### src/rtl/gpio_wk_pkg.sv
package gpio_wk_pkg;
  typedef enum logic [1:0] {
    SEL_LATCH = 2'd0,
    SEL_DIR   = 2'd1,
    SEL_WAKE  = 2'd2,
    SEL_NONE  = 2'd3
  } reg_sel_e;
endpackage

### src/rtl/gpio_wk_sync.sv
module gpio_wk_sync #(
  parameter int W = 8,
  parameter int STAGES = 2,
  parameter logic [W-1:0] RST_VAL = '1
) (
  input  logic         clk,
  input  logic         rst_n,
  input  logic [W-1:0] d,
  output logic [W-1:0] q
);
  logic [W-1:0] stg [STAGES];

  for (genvar i = 0; i < STAGES; i++) begin : g_stage
    if (i == 0) begin : g_first
      always_ff @(posedge clk) begin
        if (!rst_n) stg[0] <= RST_VAL;
        else        stg[0] <= d;
      end
    end else begin : g_next
      always_ff @(posedge clk) begin
        if (!rst_n) stg[i] <= RST_VAL;
        else        stg[i] <= stg[i-1];
      end
    end
  end

  assign q = stg[STAGES-1];
endmodule

### src/rtl/gpio_wk_regs.sv
module gpio_wk_regs
  import gpio_wk_pkg::*;
#(
  parameter int W = 8
) (
  input  logic         clk,
  input  logic         rst_n,
  input  logic         we,
  input  reg_sel_e     sel,
  input  logic [W-1:0] wdata,
  output logic [W-1:0] latch_q,
  output logic [W-1:0] dir_q,
  output logic [W-1:0] wken_q
);
  always_ff @(posedge clk) begin
    if (!rst_n) begin
      latch_q <= '1;
      dir_q   <= '1;
      wken_q  <= '0;
    end else if (we) begin
      case (sel)
        SEL_LATCH: latch_q <= wdata;
        SEL_DIR:   dir_q   <= wdata;
        SEL_WAKE:  wken_q  <= wdata;
        default:   ;
      endcase
    end
  end

  // the unused address never alters any register
  a_r4_unused_ignored: assert property (@(posedge clk) disable iff (!rst_n)
    (we && sel == SEL_NONE) |=> ($stable(latch_q) && $stable(dir_q) && $stable(wken_q)));
endmodule

### src/rtl/gpio_wk_fall.sv
module gpio_wk_fall #(
  parameter int W = 8
) (
  input  logic         clk,
  input  logic         rst_n,
  input  logic [W-1:0] level,
  input  logic [W-1:0] enable,
  input  logic         powered_down,
  input  logic         ack,
  output logic         req
);
  logic [W-1:0] prev_q;
  logic [W-1:0] fell;
  logic         hit;

  always_ff @(posedge clk) begin
    if (!rst_n) prev_q <= '1;
    else        prev_q <= level;
  end

  assign fell = prev_q & ~level & enable;
  assign hit  = powered_down && (|fell);

  always_ff @(posedge clk) begin
    if (!rst_n)   req <= 1'b0;
    else if (hit) req <= 1'b1;
    else if (ack) req <= 1'b0;
  end

  // request holds without acknowledge
  a_r8_hold: assert property (@(posedge clk) disable iff (!rst_n)
    (req && !ack) |=> req);
  // acknowledge while awake clears the request
  a_r8_ack_clears: assert property (@(posedge clk) disable iff (!rst_n)
    (ack && !powered_down) |=> !req);
  // no request appears while the device is awake
  a_r7_awake_quiet: assert property (@(posedge clk) disable iff (!rst_n)
    (!req && !powered_down) |=> !req);
endmodule

### src/rtl/gpio_wake_port.sv
module gpio_wake_port
  import gpio_wk_pkg::*;
#(
  parameter int W = 8,
  parameter int SYNC_STAGES = 2
) (
  input  logic         clk,
  input  logic         rst_n,
  input  logic         reg_we,
  input  logic [1:0]   reg_addr,
  input  logic [W-1:0] reg_wdata,
  output logic [W-1:0] reg_rdata,
  input  logic [W-1:0] pad_in,
  output logic [W-1:0] pad_oe,
  output logic [W-1:0] pad_out,
  input  logic         powered_down,
  input  logic         wake_ack,
  output logic         wake_req
);
  reg_sel_e     sel;
  logic [W-1:0] latch_q, dir_q, wken_q, pad_sync;

  assign sel = reg_sel_e'(reg_addr);

  gpio_wk_regs #(.W(W)) u_regs (
    .clk(clk), .rst_n(rst_n), .we(reg_we), .sel(sel), .wdata(reg_wdata),
    .latch_q(latch_q), .dir_q(dir_q), .wken_q(wken_q)
  );

  gpio_wk_sync #(.W(W), .STAGES(SYNC_STAGES), .RST_VAL('1)) u_sync (
    .clk(clk), .rst_n(rst_n), .d(pad_in), .q(pad_sync)
  );

  gpio_wk_fall #(.W(W)) u_fall (
    .clk(clk), .rst_n(rst_n), .level(pad_sync), .enable(wken_q),
    .powered_down(powered_down), .ack(wake_ack), .req(wake_req)
  );

  assign pad_oe  = ~dir_q;
  assign pad_out = latch_q;

  always_comb begin
    case (sel)
      SEL_LATCH: reg_rdata = (dir_q & pad_sync) | (~dir_q & latch_q);
      SEL_DIR:   reg_rdata = dir_q;
      SEL_WAKE:  reg_rdata = wken_q;
      default:   reg_rdata = '0;
    endcase
  end

  // a direction write reaches the output enables one edge later, inverted
  a_r2_dir_write: assert property (@(posedge clk) disable iff (!rst_n)
    (reg_we && reg_addr == 2'd1) |=> (pad_oe == ~$past(reg_wdata)));
  // a latch write reaches the pad output one edge later
  a_r3_latch_write: assert property (@(posedge clk) disable iff (!rst_n)
    (reg_we && reg_addr == 2'd0) |=> (pad_out == $past(reg_wdata)));
  // pad controls stay put without a write
  a_r3_no_write_stable: assert property (@(posedge clk) disable iff (!rst_n)
    !reg_we |=> ($stable(pad_out) && $stable(pad_oe)));
endmodule

### config.mk
export PLATFORM = sky130hd
export DESIGN_NAME = gpio_wake_port
export DESIGN_NICKNAME = d
export VERILOG_FILES = /design/src/rtl/gpio_wk_pkg.sv /design/src/rtl/gpio_wk_sync.sv /design/src/rtl/gpio_wk_regs.sv /design/src/rtl/gpio_wk_fall.sv /design/src/rtl/gpio_wake_port.sv
export SDC_FILE = /design/constraint.sdc
export NUM_CORES = 1
export LEC_CHECK = 0
export CAP_MARGIN = 0
export CELL_PAD_IN_SITES_DETAIL_PLACEMENT = 0
export CELL_PAD_IN_SITES_GLOBAL_PLACEMENT = 2
export CORE_MARGIN = 10
export CORE_UTILIZATION = 31
export CTS_BUF_LIST = sky130_fd_sc_hd__clkbuf_4 sky130_fd_sc_hd__clkbuf_8
export CTS_CLUSTER_SIZE = 30
export DETAILED_ROUTE_END_ITERATION = 6
export GPL_TIMING_DRIVEN = 0
export PLACE_DENSITY = 0.89
export SYNTH_ARGS = -nofsm -noshare
export SYNTH_HDL_FRONTEND = slang
export SYNTH_SLANG_ARGS = --single-unit
### constraint.sdc
create_clock -name clk -period 2.27 [get_ports clk]
set_clock_uncertainty 0.1 [all_clocks]
set_input_delay 0.5675 -clock clk [delete_from_list [all_inputs] [get_ports clk]]
set_output_delay 0.5675 -clock clk [all_outputs]
set_load 0.1 [all_outputs]
; ---- Word-level counts from Yosys, hierarchy flattened
; Memories as Yosys holds them, arrays and structs flattened.
; Cells that the tools add are included.
[totals]
wordCells = 31
out_inout_bits = 25
ramBits = 16
regBits = 33
mem_count = 1
inputBits = 23
[mem_list]
columns = memory, words, width, rd, rd_ports_with_merged_regs, write_ports, line_no
row1 = u_sync.stg, 2, 8, 2, 0, 2, gpio_wk_sync.sv:11  ; logic [W-1:0] stg [STAGES];
[classes]
eq_ne = 2
bitwise = 9
mux = 7
n_reduce_logical = 7
[op_table]
columns = op, count
row1 = bitwise AND 8 bit, 4
row2 = one-hot mux 8 bit (3 select lines), 1
row3 = 2-to-1 mux 8 bit, 2
row4 = NOT 8 bit, 2
row5 = OR 8 bit, 1
row6 = OR reduction 8 bit, 1
row7 = AND reduction 2 bit, 3
row8 = 2-to-1 mux 1 bit, 4
row9 = equality test 2 x 1 -> 1 bit (second input constant), 1
row10 = equality test 2 bit (second input constant), 1
row11 = logical NOT 2 bit, 1
row12 = OR 1 bit, 2
row13 = nonzero test 2 bit, 1
row14 = logical AND 1 bit, 1

; ---- Longest topological paths before layout
[logic_depth]
ltp_word = 6
ltp_mapped = 6
mapped_depth_nobuf = 5

; ---- Modules after synthesis
; A second synthesis with hierarchy kept.
[hier_totals]
hier_cells = 203
area_unflattened_um2 = 1998.2
[by_module_without_submodules]
columns = module, instances, seq_area_each_um2, cells_per_inst, area_per_inst_um2
row1 = gpio_wk_regs, 1, 480.5, 100, 1014.7
row2 = gpio_wk_sync, 1, 320.3, 33, 431.7
row3 = gpio_wk_fall, 1, 180.2, 33, 310.3
row4 = gpio_wake_port, 1, 0.0, 37, 241.5

; ---- Least setup slack after synthesis
; Ideal clock, no wire load.
[synth_timing]
kind = reg-to-output
startpoint = register u_regs.latch_q[4]
endpoint = output reg_rdata[4]
slack_ns = -1.200
n_path_buf = 0
arrival_ns = 2.803
path_stages_with_launch = 4
required_ns = 1.602
cell_sequence = dfxtp_1 -> clkinv_1 -> o31a_1 -> o21ai_1
[synth_between]
elab_chain_cells = 3
[synth_lines]
columns = element, line_no
row1 = start: declaration, gpio_wk_regs.sv:11  ; output logic [W-1:0] latch_q,
row2 = start signal: assignment, gpio_wk_regs.sv:22  ; SEL_LATCH: latch_q <= wdata;
row3 = bitwise AND 8 bit, gpio_wake_port.sv:44  ; SEL_LATCH: reg_rdata = (dir_q & pad_sync) | (~dir_q & latch_q);
row4 = OR 8 bit, gpio_wake_port.sv:44
row5 = one-hot mux 8 bit (3 select lines), gpio_wake_port.sv:43  ; case (sel)
row6 = end: declaration, gpio_wake_port.sv:12  ; output logic [W-1:0] reg_rdata,
; Every way passes these cells.

; ---- Worst setup path after layout
[layout_timing]
startpoint = register u_regs.dir_q[4]
endpoint = output pad_oe[4]
[layout_between]
elab_chain_cells = 1
[layout_lines]
columns = element, line_no
row1 = start: declaration, gpio_wk_regs.sv:12  ; output logic [W-1:0] dir_q,
row2 = start signal: assignment, gpio_wk_regs.sv:23  ; SEL_DIR: dir_q <= wdata;
row3 = NOT 8 bit, gpio_wake_port.sv:39  ; assign pad_oe = ~dir_q;
row4 = end: declaration, gpio_wake_port.sv:14  ; output logic [W-1:0] pad_oe,
; Every way passes these cells.

==> flow_metrics.tcl <==
set metrics [dict create \
    min_path_type "reg -> reg" \
    cp_max_fo 3 \
    postLayoutCoreUtil_pct 48.8 \
    place_area_um2 2570 \
    post-place-ws_ns -1.34 \
    route.top_layer_used "met4" \
    hpwl_um 3720 \
    critPathArrivalTime_ns 1.55 \
    avgViaCountPerCell 4.59 \
    drv_cap 0 \
    nets 306 \
    clk_latency_ns 0.30 \
    postSynth.asyncResetShare_pct 0 \
    outcome "finished, final reports clean" \
    track_usage_pct 10.6 \
    htreeDepth 2 \
    fin_crit_sh_pct 97.6 \
    tritoncts "built" \
    wl_met3_um 270 \
    irDropWorstVdd_mv 0.366 \
    critPathLaunch "u_regs.dir_q[4]" \
    area_growth_pct 52.9 \
    die_y_um 98.1 \
    layout-drive-gt1-share_pct 25.1 \
    grt_pass1_vias 1654 \
    hold_viol_final 0 \
    ant_nets 0 \
    route.detailed.drc 0 \
    clk_pin_slew_worst_paths_ns 0.09 \
    fin_crit_ns 2.22 \
    cts_sinks 49 \
    fmax_ghz 0.451 \
    fillers 569 \
    cp-start-kind "flip-flop" \
    fin_hold_ws_ns 0.308 \
    synth_area_per_cell_um2 8.55 \
    setup_ws_ns 0.0549 \
    first_pass_iters 4 \
    die_w_um 98.1 \
    final_cell_mix "dfxtp_1, nand2_1, nand2b_1" \
    reg2reg_from "u_sync.stg[1][2]" \
    wl_um 5260 \
    cts_made_buffers 5 \
    wl_per_cell_um 14.7 \
    wl_met1_um 2460 \
    synthCells 221 \
    dr.first_iter.drc_count 41 \
    synth_fp_nets 244 \
    rows 28 \
    ys.flop_type "dfxtp_1" \
    hp-start "u_sync.stg[0][5]" \
    final_area_um2 2890 \
    finalPower_w 0.00194 \
    synth-edff-count 0 \
    ios 48 \
    yosysSeqAreaShare_pct 51.9 \
    cp_data_required_time_ns 1.60 \
    overflow 0 \
    antenna_found_initial 0 \
    synth_area_um2 1890 \
    worst_slew_pin_slew_ns 0.970 \
    core_area_um2 5920 \
    final_common_cell "dfxtp_1" \
    path_class "reg -> out" \
    relSlewSlack_pct 35.6 \
    port_buffers 47 \
    r2r_setup_slack_ns 0.80 \
    grt_max_degree 14 \
    routabilityCongestion 0.785 \
    synth_cell_types 28 \
    total_leakage_power_nw 1.17 \
    endpoint_kind "output port" \
    slew_viol_final 0 \
    clockBufferDepth 2 \
    grt_pass1_wl_um 8360 \
    start_util_pct 31.9 \
    setup-violations-final 0 \
    vias 1644 \
    dieArea_um2 9620 \
    synth-seq-cells 49 \
    antenna_cells 0 \
    p_per_area_nw_per_um2 671 \
    met2_length_um 2510 \
    cts_root_buf "clkbuf_8" \
    yosys_warnings 0 \
]
## synthesized netlist by cell type, types with 3 or more instances
master / count / area, um^2
o31a_1: 3 / 26.3
buf_2: 7 / 35.0
dfxtp_1: 49 / 981
a21oi_1: 5 / 25.0
o21ai_1: 9 / 45.0
inv_1: 12 / 45.0
nand2b_1: 22 / 138
nor2_1: 16 / 60.1
o211ai_1: 11 / 82.6
nand3b_1: 3 / 22.5
nand3_1: 13 / 65.1
a21boi_1: 8 / 60.1
clkbuf_1: 3 / 11.3
o21ai_0: 3 / 15.0
nand2_1: 41 / 154
## final timing paths
check,to,cells past startpoint
max,pad_oe[4],2
min,u_sync.stg[1][5],1
max reg2reg,u_fall.req,4
min reg2reg,u_sync.stg[1][5],1
## logic make-up after synthesis
| logic type | share of synthesized area (%) |
|---|---|
| AND/OR/NAND/NOR | 26.7 |
| flip-flops | 51.9 |
| AO/OA/AOI/OAI | 14.8 |
| buffers and inverters | 6.62 |
## per-layer routing
metal | up-vias | GRT usage [%]
li1 | 846 | -
met1 | 757 | 12.4
met2 | 39 | 18.3
met3 | 2 | 3.52
met4 | 0 | 2.01
met5 | - | 0
## flip-flops by register name, indices dropped and copies added (netlist names)
name            flops
u_regs.dir_q        8
u_regs.latch_q      8
u_fall.prev_q       8
u_fall.req          1
u_sync.stg         16
u_regs.wken_q       8
## worst max-delay path, stage by stage, from the launching register on
cell,delay (ns)
dfxtp_1,0.33
inv_1,0.07
dlygate4sd2_1,0.85
## repair_timing
action,in CTS,in global routing
hold buffers,0,0
resized for setup,117,17
endpoints found under the setup margin,25,12
cloned,2,0
pin swaps,8,5
buffers inserted,8,0
## metrics by stage
stage | setup TNS [ns] | std cells
6_report | 0 | 358
5_1_grt | -0.00151 | 358
4_1_cts | 0 | 359
3_5_place_dp | -10.68 | 343
3_3_place_gp | -10.63 | 343
2_1_floorplan | -0.111 | 221
## where the power goes
group	switching, W	total, W	internal [W]	leakage, nW
logic	0.000320	0.000495	0.000175	0.727
registers	0.0000217	0.000919	0.000897	0.400
clock network	0.000271	0.000526	0.000254	0.0477
total	0.000613	0.00194	0.00133	1.17
## layout make-up
cell class,count,area [um^2],area share [%]
Buffer,12,81.3,2.81
Timing Repair Buffer,57,643,22.2
Sequential cell,49,991,34.3
Inverter,13,48.8,1.69
Tap cell,75,93.8,3.25
Multi-Input combinational cell,145,943,32.6
Clock buffer,7,90.1,3.12
Power figures use the tool's default switching activity.
